===== config.mk =====
export PLATFORM = sky130hd
export DESIGN_NAME = dhf_top
export DESIGN_NICKNAME = d
export VERILOG_FILES = /design/src/rtl/dhf_pkg.sv /design/src/rtl/dhf_store.sv /design/src/rtl/dhf_mode.sv /design/src/rtl/dhf_pad.sv /design/src/rtl/dhf_top.sv
export SDC_FILE = /design/constraint.sdc
export NUM_CORES = 1
export LEC_CHECK = 0
export CAP_MARGIN = 30
export CORE_MARGIN = 5
export CORE_UTILIZATION = 55
export DETAILED_ROUTE_END_ITERATION = 12
export PLACE_DENSITY_LB_ADDON = 0.3
export SLEW_MARGIN = 20
export SYNTH_ARGS = -nofsm -noshare
export SYNTH_HDL_FRONTEND = slang
export SYNTH_HIERARCHICAL = 1
export SYNTH_SLANG_ARGS = --single-unit

===== constraint.sdc =====
create_clock -name clk -period 8.3 [get_ports clk]
set_input_delay 1.66 -clock clk [delete_from_list [all_inputs] [get_ports clk]]
set_output_delay 1.66 -clock clk [all_outputs]
set_load 0.03 [all_outputs]

===== src/rtl/dhf_pkg.sv =====
// Shared types for the disk host buffer.
package dhf_pkg;
    typedef enum logic {PH_CMD = 1'b0, PH_EXEC = 1'b1} phase_t;
endpackage


===== src/rtl/dhf_store.sv =====
// Circular byte store with occupancy count.
// Assumes push is never asserted while full without a pop in the same cycle.
module dhf_store #(
    parameter int DEPTH = 16,
    parameter int W     = 8,
    localparam int AW   = $clog2(DEPTH),
    localparam int OW   = AW + 1
) (
    input  logic          clk,
    input  logic          rst_n,
    input  logic          flush,
    input  logic          push,
    input  logic          pop,
    input  logic [W-1:0]  wdata,
    output logic [W-1:0]  rdata,
    output logic [OW-1:0] occ
);
    logic [W-1:0]  mem [DEPTH];
    logic [AW-1:0] wp, rp;

    // write the incoming byte into the slot at the write pointer
    always_ff @(posedge clk) begin
        if (push && !flush) mem[wp] <= wdata;
    end

    // pointers and count, flush empties the store
    always_ff @(posedge clk) begin
        if (!rst_n || flush) begin
            wp  <= '0;
            rp  <= '0;
            occ <= '0;
        end else begin
            if (push) wp <= (wp == AW'(DEPTH - 1)) ? '0 : wp + 1'b1;
            if (pop)  rp <= (rp == AW'(DEPTH - 1)) ? '0 : rp + 1'b1;
            occ <= occ + OW'(push) - OW'(pop);
        end
    end

    assign rdata = mem[rp];
endmodule


===== src/rtl/dhf_mode.sv =====
// Mode register: pass-through (capacity 1, threshold 1) after reset,
// buffered with a programmable threshold after a configuration load.
module dhf_mode #(
    parameter int DEPTH = 16,
    parameter int TW    = 4,
    localparam int OW   = $clog2(DEPTH) + 1
) (
    input  logic          clk,
    input  logic          rst_n,
    input  logic          cfg_load,
    input  logic          cfg_buf_en,
    input  logic [TW-1:0] cfg_thresh,
    output logic [OW-1:0] cap,
    output logic [OW-1:0] thr
);
    logic          buf_en;
    logic [TW-1:0] thr_q;

    // hold the configuration, reset returns to pass-through
    always_ff @(posedge clk) begin
        if (!rst_n) begin
            buf_en <= 1'b0;
            thr_q  <= TW'(1);
        end else if (cfg_load) begin
            buf_en <= cfg_buf_en;
            thr_q  <= (cfg_thresh == '0) ? TW'(1) : cfg_thresh;
        end
    end

    assign cap = buf_en ? OW'(DEPTH) : OW'(1);
    assign thr = buf_en ? OW'(thr_q) : OW'(1);
endmodule


===== src/rtl/dhf_pad.sv =====
// Sector byte counter and zero-pad sequencer for write underrun.
// Counts every byte handed to the disk since clear. Once an underrun starts
// padding, it ends the padding on the last byte of the sector and pulses crc_req.
module dhf_pad #(
    parameter int SECTOR_LEN = 512,
    localparam int SW = $clog2(SECTOR_LEN)
) (
    input  logic clk,
    input  logic rst_n,
    input  logic clear,
    input  logic take,
    input  logic underrun,
    output logic pad_active,
    output logic pad_done,
    output logic crc_req
);
    logic [SW-1:0] sc;
    logic          pad_now;

    assign pad_now = pad_active || underrun;

    // track sector position and the padding state
    always_ff @(posedge clk) begin
        if (!rst_n || clear) begin
            sc         <= '0;
            pad_active <= 1'b0;
            pad_done   <= 1'b0;
            crc_req    <= 1'b0;
        end else begin
            crc_req <= 1'b0;
            if (take) begin
                if (sc == SW'(SECTOR_LEN - 1)) begin
                    sc <= '0;
                    if (pad_now) begin
                        pad_active <= 1'b0;
                        pad_done   <= 1'b1;
                        crc_req    <= 1'b1;
                    end
                end else begin
                    sc <= sc + 1'b1;
                    if (underrun) pad_active <= 1'b1;
                end
            end
        end
    end
endmodule


===== src/rtl/dhf_top.sv =====
// Host-side data buffer of a disk controller: phase control, gating of
// host and disk strobes, error detection and the service request.
// Assumes the host strobes only while rqm is high.
module dhf_top #(
    parameter int DEPTH      = 16,
    parameter int TW         = 4,
    parameter int SECTOR_LEN = 512,
    localparam int OW        = $clog2(DEPTH) + 1
) (
    input  logic          clk,
    input  logic          rst_n,
    input  logic          cfg_load,
    input  logic          cfg_buf_en,
    input  logic [TW-1:0] cfg_thresh,
    input  logic          cmd_start,
    input  logic          exec_start,
    input  logic          exec_rd,
    input  logic          host_wr,
    input  logic [7:0]    host_wdata,
    input  logic          host_rd,
    output logic [7:0]    host_rdata,
    output logic          rqm,
    output logic          dio,
    output logic          srv_req,
    output logic          param_valid,
    output logic [7:0]    param_data,
    input  logic          dsk_rd_valid,
    input  logic [7:0]    dsk_rd_data,
    input  logic          dsk_wr_req,
    output logic [7:0]    dsk_wr_data,
    output logic          crc_req,
    output logic          err_flag,
    output logic          res_ready
);
    import dhf_pkg::*;

    phase_t        phase;
    logic          dir_rd;
    logic [OW-1:0] occ, cap, thr;
    logic [7:0]    head;
    logic          in_exec, rd_mode, wr_mode, empty, full;
    logic          host_pop, host_push, disk_push, disk_pop;
    logic          overrun, underrun, take;
    logic          pad_active, pad_done;

    dhf_mode #(.DEPTH(DEPTH), .TW(TW)) u_mode (
        .clk(clk), .rst_n(rst_n), .cfg_load(cfg_load), .cfg_buf_en(cfg_buf_en),
        .cfg_thresh(cfg_thresh), .cap(cap), .thr(thr)
    );

    dhf_store #(.DEPTH(DEPTH), .W(8)) u_store (
        .clk(clk), .rst_n(rst_n), .flush(exec_start),
        .push(disk_push || host_push), .pop(host_pop || disk_pop),
        .wdata(dir_rd ? dsk_rd_data : host_wdata), .rdata(head), .occ(occ)
    );

    dhf_pad #(.SECTOR_LEN(SECTOR_LEN)) u_pad (
        .clk(clk), .rst_n(rst_n), .clear(exec_start), .take(take),
        .underrun(underrun), .pad_active(pad_active), .pad_done(pad_done),
        .crc_req(crc_req)
    );

    // phase and direction sequencing
    always_ff @(posedge clk) begin
        if (!rst_n) begin
            phase  <= PH_CMD;
            dir_rd <= 1'b0;
        end else if (cmd_start) begin
            phase  <= PH_CMD;
        end else if (exec_start) begin
            phase  <= PH_EXEC;
            dir_rd <= exec_rd;
        end
    end

    // sticky error flag, cleared when a new command begins
    always_ff @(posedge clk) begin
        if (!rst_n || cmd_start) err_flag <= 1'b0;
        else if (overrun || underrun) err_flag <= 1'b1;
    end

    // strobe gating and error detection
    always_comb begin
        in_exec   = (phase == PH_EXEC);
        rd_mode   = in_exec && dir_rd;
        wr_mode   = in_exec && !dir_rd;
        empty     = (occ == '0);
        full      = (occ >= cap);
        host_pop  = rd_mode && host_rd && !empty;
        overrun   = rd_mode && !err_flag && dsk_rd_valid && full && !host_pop;
        disk_push = rd_mode && !err_flag && dsk_rd_valid && (!full || host_pop);
        underrun  = wr_mode && !err_flag && dsk_wr_req && empty;
        disk_pop  = wr_mode && !err_flag && dsk_wr_req && !empty;
        host_push = wr_mode && !err_flag && host_wr && !full && !underrun;
        take      = wr_mode && dsk_wr_req && !pad_done;
    end

    // host status, service request and data paths
    always_comb begin
        dio         = rd_mode;
        rqm         = !in_exec || (dir_rd ? !empty : (!full && !err_flag));
        if (rd_mode)      srv_req = (occ >= thr) || (err_flag && !empty);
        else if (wr_mode) srv_req = !err_flag && ((cap - occ) >= thr);
        else              srv_req = 1'b0;
        param_valid = !in_exec && host_wr;
        param_data  = host_wdata;
        host_rdata  = head;
        dsk_wr_data = (pad_active || underrun) ? 8'h00 : head;
        res_ready   = err_flag && in_exec && (dir_rd ? empty : pad_done);
    end
endmodule


==> results of run 1 <==
## cells by family (layout without fill, tap and decap cells)
family,Yosys count,in the layout,share of synthesized area
AOI/OAI and AO/OA,59,59,0.0516
muxes,54,54,0.134
and+or+nand+nor,133,133,0.0956
xor gates and xnor gates,10,10,0.0117
DFF,165,165,0.612
other,1,4,0.000500
adders and majority gates,30,30,0.0521
buffers and inverters,57,120,0.0429
## synthesized netlist by cell type, drive strengths merged (7+ instances only)
master	instances	area, um^2
dfxtp	37	741
a22oi	16	120
and2	29	181
mux2	9	101
buf	24	179
o21ai	9	45.0
nand3	9	45.0
a21oi	15	75.1
mux4	32	773
ha	28	350
edfxtp	128	3840
inv	26	97.6
nand2b	8	50.1
nor2	29	109
nand2	20	75.1
mux2i	13	130
nor2b	11	68.8
xor2	7	61.3
## worst max-delay path by stage
| stage | start | endpoint | slack (ns) | cells after the start |
|---|---|---|---|---|
| after floorplan | u_mode/buf_en$_SDFFE_PN0P_ | srv_req | 4.28 | 12 |
| final | dsk_wr_req | dsk_wr_data[2] | 2.96 | 4 |
| after CTS | dsk_wr_req | dsk_wr_data[2] | 2.98 | 4 |
| after detailed placement | dsk_wr_req | dsk_wr_data[1] | 2.98 | 4 |
| after global routing | dsk_wr_req | dsk_wr_data[2] | 2.91 | 4 |
| after global placement | dsk_wr_req | dsk_wr_data[0] | 3.05 | 4 |
## flip-flops by register name, indices dropped and copies added, names as in the netlist, 4 cells and up, named ones only
signal,count
u_mode/thr_q,4
u_store/rp,4
u_store/wp,4
u_pad/sc,9
u_store/occ,5
u_store/mem,128
## cell type report
class                   instances  area share
repair buffers                 63      0.0727
flip-flops and latches        165       0.523
inverters                      26      0.0111
clock inverters                14      0.0238
multi-input cells             290       0.296
well taps                     176      0.0251
clock buffers                  17      0.0485
## power groups by stage
stage | Sequential, mW | Combinational (mW) | Clock, mW
6_report | 0.899 | 0.0799 | 0.834
5_1_grt | 0.899 | 0.0881 | 0.889
4_1_cts | 0.899 | 0.0807 | 0.851
3_5_place_dp | 0.917 | 0.0802 | 0
3_3_place_gp | 0.917 | 0.0772 | 0
2_1_floorplan | 0.915 | 0.0498 | 0
## worst max-delay path: stages
cell and delay, ns:
clkdlybuf4s50_1 0.48, a31oi_1 0.62, and2_1 0.23, clkdlybuf4s50_1 0.68
## metal layers
layer / share of wire / wire (um) / vias up / GRT usage
met5: 0 / 0 / - / 0
met2: 0.53 / 7560 / 111 / 0.328
met1: 0.41 / 5880 / 2138 / 0.239
met4: 0.019 / 277 / 0 / 0.0644
li1: - / - / 2014 / -
met3: 0.045 / 650 / 26 / 0.0509
## stage by stage
stage	total power [mW]	hold slack, ns	setup slack [ns]	utilization	cells
after CTS	1.83	0.504	2.98	0.660	751
after global routing	1.88	0.524	2.91	0.660	751
after floorplan	0.965	0.447	4.28	-	512
after global placement	0.994	0.464	3.05	0.611	719
after detailed placement	0.997	0.484	2.98	0.613	720
final	1.81	0.499	2.96	0.660	751
==> flow_metrics.tcl, run 1 <==
set metrics [dict create \
    relSlewSlack 0.458 \
    gp_congestion 0.822 \
    final_common_cell "edfxtp_1" \
    synth_warnings 6 \
    clock-root-buffer "clkbuf_16" \
    via_count 4289 \
    swShare 0.194 \
    port_buffers 61 \
    power.density_nw_per_um2 207 \
    multiInputGateArea_um2 2600 \
    ir_drop_mv 0.133 \
    intPower_mw 1.46 \
    grt_max_degree 33 \
    totalWireLength_mm 14.4 \
    fp-row-count 42 \
    start_kind "primary input" \
    initial_core_util 0.564 \
    dieWidth_um 127 \
    post_cts_resize_count 0 \
    synth_ff_type "edfxtp_1" \
    clk_latency_ns 0.42 \
    cts_tree "yes" \
    crit_fanout 8 \
    timing.rr.end "u_store/occ[4]$_SDFF_PP0_" \
    clockBufferDepth 2 \
    grt_first_pass_wirelength_mm 23.6 \
    synthCells 509 \
    maxCapViolCount 0 \
    regArea_um2 4590 \
    ys_seq_elements 165 \
    dr.pass1.iters 4 \
    max_freq_mhz 187 \
    rsz0062_at_grt "false" \
    syn_area_um2 7500 \
    fin_crit_sh 0.643 \
    setup_viol 0 \
    path_clk_slew_ns 0.06 \
    grt_pass1_vias 4501 \
    crit-reg2reg-launch "dir_rd$_SDFFE_PN0P_" \
    ctsHoldBuffers 0 \
    grtUsageTotal 0.192 \
    synth_edf_count 128 \
    dpl_cell_area_um2 8140 \
    clkSinkCount 165 \
    layout_min_cycle_time_ns 5.34 \
    hold_end "u_mode/thr_q[0]$_SDFFE_PN1P_" \
    arrival_ns 3.68 \
    fillCellCount 941 \
    final_area_um2 8780 \
    die_h_um 127 \
    worst-r2r-setup-slack_ns 4.55 \
    avgSynthCellArea_um2 14.7 \
    h-tree-depth 4 \
    postRouteAntennaNets 0 \
    fin_nets 624 \
    cts_buffers 17 \
    core_um2 13300 \
    post_drt_wl_per_cell_um 19.1 \
    viasPerCell 5.71 \
    drc 0 \
    hold_violations 0 \
    final.setup_skew_ns 0.00774 \
    seqPwrFrac 0.496 \
    ys_seq_area_frac 0.612 \
    dieArea_um2 16100 \
    r2r_cells 14 \
    io_pins 62 \
    worst_hold_startpoint "u_mode/thr_q[0]$_SDFFE_PN1P_" \
    async_flop_share 0 \
    path_class "in -> out" \
    pwr-share-clk 0.460 \
    antenna_found_initial 0 \
    layout-drive-gt1-share 0.113 \
    p_leak_nw 2.94 \
    cp-end-kind "output port" \
    cp.required_ns 6.64 \
    antenna_cells 0 \
    post_cts_buffers 0 \
    worstHoldPathType "reg -> reg" \
    place_hpwl_mm 10.0 \
    layout_common_cells "edfxtp_1, clkdlybuf4s50_1, dfxtp_1" \
    synth_cell_type_count 52 \
    area_growth_syn_to_layout_pct 17.1 \
    grt_overflow 0 \
    power_frac_comb 0.044 \
    finalMaxSlewViolations 0 \
    whs_path_depth 2 \
    worst_slew_pin_slew_ns 0.809 \
    fin_tns_setup_ns 0 \
    drt-initial-drc-count 190 \
    status "finished clean" \
    p_sw_mw 0.352 \
]
Power figures use the tool's default switching activity.
==> run 2: changes to the inputs <==
- clock period: 8.3 -> 5.41 ns (I/O delays scaled with it)
==> run 2 against run 1 <==
Sequential power up 54%. Non-clock buffer count unchanged. Cell count up 0.13%. Core utilization down 0.80 points. Wire length up 1.7%. Total power up 43%. Clock power up 32%. Critical path type is now reg -> out. Largest cell class unchanged. Largest power group unchanged.
==> flow_metrics.tcl, run 2 (synthesis results as in run 1) <==
set metrics [dict create \
    place_hpwl_mm 10.2 \
    arrival_ns 3.46 \
    dr.pass1.iters 4 \
    grt_first_pass_wirelength_mm 23.5 \
    total_power_mw 2.60 \
    clock-root-buffer "clkbuf_16" \
    h-tree-depth 4 \
    layout_common_cells "edfxtp_1, clkdlybuf4s50_1, dfxtp_1" \
    power.density_nw_per_um2 300 \
    grtUsageTotal 0.192 \
    setup_viol 0 \
    seqPwrFrac 0.530 \
    dieArea_um2 16100 \
    totalWireLength_mm 14.6 \
    port_buffers 61 \
    clk_latency_ns 0.42 \
    drt-initial-drc-count 249 \
    viasPerCell 5.73 \
    intPower_mw 2.06 \
    core_um2 13300 \
    cp.required_ns 4.33 \
    grt_pass1_vias 4438 \
    power_frac_comb 0.047 \
    cts_tree "yes" \
    via_count 4310 \
    final.setup_skew_ns 0.00606 \
    max_freq_mhz 220 \
    status "finished clean" \
    initial_core_util 0.564 \
    p_leak_nw 2.90 \
    largest_reg_flops 128 \
    clockBufferDepth 2 \
    fin_nets 624 \
    top_regs "u_store/mem (128), u_pad/sc (9), u_store/occ (5)" \
    rsz0062_at_grt "false" \
    path_class "reg -> out" \
    drc 0 \
    crit_start "u_mode/buf_en$_SDFFE_PN0P_" \
    worst-r2r-setup-slack_ns 1.71 \
    post_cts_buffers 0 \
    ctsHoldBuffers 0 \
    top_register "u_store/mem" \
    fp-row-count 42 \
    crit-reg2reg-launch "u_store/occ[1]$_SDFF_PP0_" \
    grt_overflow 0 \
    gp_congestion 0.831 \
    final_common_cell "edfxtp_1" \
    post_cts_resize_count 0 \
    grt_max_degree 33 \
    dieWidth_um 127 \
    layout_min_cycle_time_ns 4.54 \
    hold_violations 0 \
    fin_tns_setup_ns 0 \
    finalMaxSlewViolations 0 \
    dpl_worst_slack_ns 1.15 \
    layout-drive-gt1-share 0.111 \
    cts_buffers 17 \
    relSlewSlack 0.455 \
    p_sw_mw 0.544 \
    clkSinkCount 165 \
    start_kind "register" \
    io_pins 62 \
    cp-end-kind "output port" \
    pwr-share-clk 0.422 \
    path_clk_slew_ns 0.06 \
    swShare 0.209 \
    ir_drop_mv 0.178 \
    post_drt_wl_per_cell_um 19.4 \
    maxCapViolCount 0 \
    area_growth_syn_to_layout_pct 15.7 \
    antenna_cells 0 \
    fin_crit_sh 0.839 \
    worstHoldPathType "reg -> reg" \
    worst_hold_startpoint "u_pad/pad_active$_SDFFE_PP0P_" \
    die_h_um 127 \
    crit_fanout 7 \
    postRouteAntennaNets 0 \
    worst_slew_pin_slew_ns 0.814 \
    worst_slack_ns 0.869 \
    antenna_found_initial 0 \
]
-- run 2: final timing paths --
check | endpoint | cells after the start
setup reg to reg | u_store/occ[4]$_SDFF_PP0_ | 16
setup / recovery | srv_req | 14
hold / removal | u_pad/pad_active$_SDFFE_PP0P_ | 2
hold reg to reg | u_pad/pad_active$_SDFFE_PP0P_ | 2
-- run 2: cell type report --
type                            instances  area (um^2)
Clock buffer                           19          433
Multi-Input combinational cell        290         2600
Fill cell                             965         4620
Timing Repair Buffer                   63          626
Inverter                               26         97.6
Tap cell                              176          220
Clock inverter                         13          108
Sequential cell                       165         4590
-- run 2: metal layers --
| layer | GRT usage | routed length [um] | vias to the layer above |
|---|---|---|---|
| met5 | 0 | 0 | - |
| met4 | 0.0631 | 189 | 0 |
| met3 | 0.0525 | 668 | 16 |
| met2 | 0.338 | 7780 | 97 |
| met1 | 0.230 | 5970 | 2177 |
| li1 | - | - | 2020 |
-- run 2: through the flow --
step	utilization	area, um^2	std cells	hold slack (ns)
after floorplan	-	7510	512	0.447
after global placement	0.612	8130	720	0.464
after detailed placement	0.612	8130	720	0.476
after CTS	0.652	8670	752	0.499
after global routing	0.652	8670	752	0.524
final	0.652	8670	752	0.502
-- run 2: worst max-delay path, cell delays in order (launching register included) --
cell             delay [ns]
dfxtp_1                0.42
inv_1                  0.06
inv_1                  0.06
ha_1                   0.16
inv_1                  0.06
fa_1                   0.39
a21o_1                 0.17
a21oi_1                0.18
xnor2_1                0.09
ha_1                   0.29
nand4_1                0.10
a21oi_1                0.15
o31ai_1                0.08
o211ai_1               0.13
clkdlybuf4s50_1        0.70
-- run 2: power by group through the flow --
stage	Combinational (mW)	Sequential (mW)	Clock [mW]
after CTS	0.124	1.38	1.13
after global routing	0.135	1.38	1.18
after global placement	0.119	1.41	0
after floorplan	0.0765	1.40	0
after detailed placement	0.124	1.41	0
final	0.123	1.38	1.10
==> run 3: changes to the inputs <==
- CORE_UTILIZATION: 55 -> 52
- clock period: 5.41 -> 3.8 ns (I/O delays scaled with it)
==> run 3 against run 2 <==
Total power grew 50%. Setup slack lost 0.68 ns. Cell area grew 1.8%. Flip-flop and latch count is the same. Critical endpoint is now dsk_wr_data[3]. Core utilization shrank 2.1 points. Global-route usage shrank 1.1 points. Hold slack lost 0.018 ns. Wire length shrank 3.2%.
==> flow_metrics.tcl, run 3 (synthesis results as in run 1) <==
set metrics [dict create \
    layout-drive-gt1-share 0.130 \
    layout_min_cycle_time_ns 3.61 \
    worst-r2r-setup-slack_ns 0.42 \
    post_cts_buffers 0 \
    place_hpwl_mm 9.85 \
    status "finished clean" \
    fin_nets 632 \
    finalMaxSlewViolations 0 \
    slowest_stage "mux4_1" \
    arrival_ns 2.85 \
    post_drt_wl_per_cell_um 18.5 \
    gr-usage-met2 0.305 \
    grtUsageTotal 0.181 \
    final_area_um2 8830 \
    core_um2 14000 \
    grt_overflow 0 \
    hold_violations 0 \
    antenna_cells 0 \
    viasPerCell 5.63 \
    fp-row-count 43 \
    ctsHoldBuffers 0 \
    cp.required_ns 3.04 \
    crit_path_cell_trace "buf_12, mux4_1, a22oi_1, nand2_1, and2_1, clkdlybuf4s50_1" \
    totalWireLength_mm 14.1 \
    clkSinkCount 165 \
    cts_buffers 17 \
    dpl_worst_slack_ns 0.124 \
    crit_fanout 16 \
    worstHoldPathType "reg -> reg" \
    max_freq_mhz 277 \
    ir_drop_mv 0.270 \
    layout_common_cells "edfxtp_1, clkdlybuf4s50_1, dfxtp_1" \
    clock-root-buffer "clkbuf_16" \
    timing.rr.end "u_store/occ[4]$_SDFF_PP0_" \
    dr.pass1.iters 5 \
    largest_reg_flops 128 \
    grt_max_degree 33 \
    place_inst 732 \
    maxCapViolCount 0 \
    postRouteAntennaNets 0 \
    port_buffers 61 \
    clk_latency_ns 0.42 \
    regArea_um2 4590 \
    dieWidth_um 130 \
    cts_tree "yes" \
    multiInputGateArea_um2 2610 \
    crit-reg2reg-launch "u_store/occ[3]$_SDFF_PP0_" \
    p_leak_nw 2.98 \
    setup_viol 0 \
    path_clk_slew_ns 0.06 \
    fillCellCount 1034 \
    start_kind "register" \
    rsz0062_at_grt "true" \
    grt_busiest_layer "met2" \
    worst_slew_pin_slew_ns 0.686 \
    die_h_um 130 \
    antenna_found_initial 0 \
    total_power_mw 3.90 \
    clockBufferDepth 2 \
    drt-initial-drc-count 285 \
    grt_first_pass_wirelength_mm 23.0 \
    io_pins 62 \
    met1_usage 0.230 \
    top_register "u_store/mem" \
    critPathCapture "dsk_wr_data[3]" \
    gp_congestion 0.859 \
    worst_slack_ns 0.185 \
    top_regs "u_store/mem (128), u_pad/sc (9), u_store/occ (5)" \
    r2r_cells 16 \
    met3_usage 0.0393 \
    initial_core_util 0.536 \
    power.density_nw_per_um2 442 \
    finalNonFillerCells 764 \
    dpl_cell_area_um2 8210 \
    final_common_cell "edfxtp_1" \
    h-tree-depth 4 \
    via_count 4305 \
    grt_pass1_vias 4511 \
    relSlewSlack 0.542 \
    area_growth_syn_to_layout_pct 17.8 \
    dieArea_um2 16900 \
    fin_hold_ws_ns 0.485 \
    drc 0 \
    fin_crit_sh 0.951 \
    cp-end-kind "output port" \
    slowest_delay_ns 0.58 \
    path_class "reg -> out" \
    final.setup_skew_ns 0.00683 \
]
run 3: cell type report:
type,count,share of cell area
timing repair buffer,71,0.0788
tap,180,0.0255
clock buffer,17,0.0482
inverter,26,0.0111
multi-input combinational,290,0.295
clock inverter,15,0.0213
sequential,165,0.520
run 3: through the flow:
stage	util	setup TNS, ns
after floorplan	-	0
after CTS	0.630	0
after detailed placement	0.587	0
final	0.631	0
after global routing	0.631	-0.0419
after global placement	0.587	0
run 3: per-layer routing:
layer	wire length (um)	vias up
li1	-	2042
met1	5860	2099
met2	7270	143
met3	812	21
met4	204	0
met5	0	-
run 3: repair_timing:
action / 4_1_cts / 5_1_grt
endpoints found under the setup margin: 1 / 7
gates resized for setup: 5 / 5
pin swaps: 0 / 1
run 3: critical path, delay by kind of cell (launching register included):
kind / cells / cell delay, ns
buf+inv: 2 / 0.79
mux: 1 / 0.58
flops: 1 / 0.48
simple gates: 2 / 0.29
compound gates: 1 / 0.27
run 3: worst min-delay path by stage:
stage,cells after the start,endpoint,slack [ns],startpoint
2_1_floorplan,2,u_mode/thr_q[0]$_SDFFE_PN1P_,0.45,u_mode/thr_q[0]$_SDFFE_PN1P_
3_3_place_gp,2,u_pad/sc[7]$_SDFFE_PP0P_,0.47,u_pad/sc[7]$_SDFFE_PP0P_
3_5_place_dp,2,u_mode/thr_q[0]$_SDFFE_PN1P_,0.48,u_mode/thr_q[0]$_SDFFE_PN1P_
4_1_cts,2,u_mode/thr_q[0]$_SDFFE_PN1P_,0.49,u_mode/thr_q[0]$_SDFFE_PN1P_
5_1_grt,2,u_mode/thr_q[0]$_SDFFE_PN1P_,0.51,u_mode/thr_q[0]$_SDFFE_PN1P_
6_report,2,u_mode/thr_q[0]$_SDFFE_PN1P_,0.48,u_mode/thr_q[0]$_SDFFE_PN1P_
run 3: power by group:
part	total (mW)	internal, mW	switching (mW)
sequential	1.96	1.96	0.00432
combinational	0.182	0.0812	0.101
clock	1.76	1.09	0.666
total	3.90	3.13	0.771
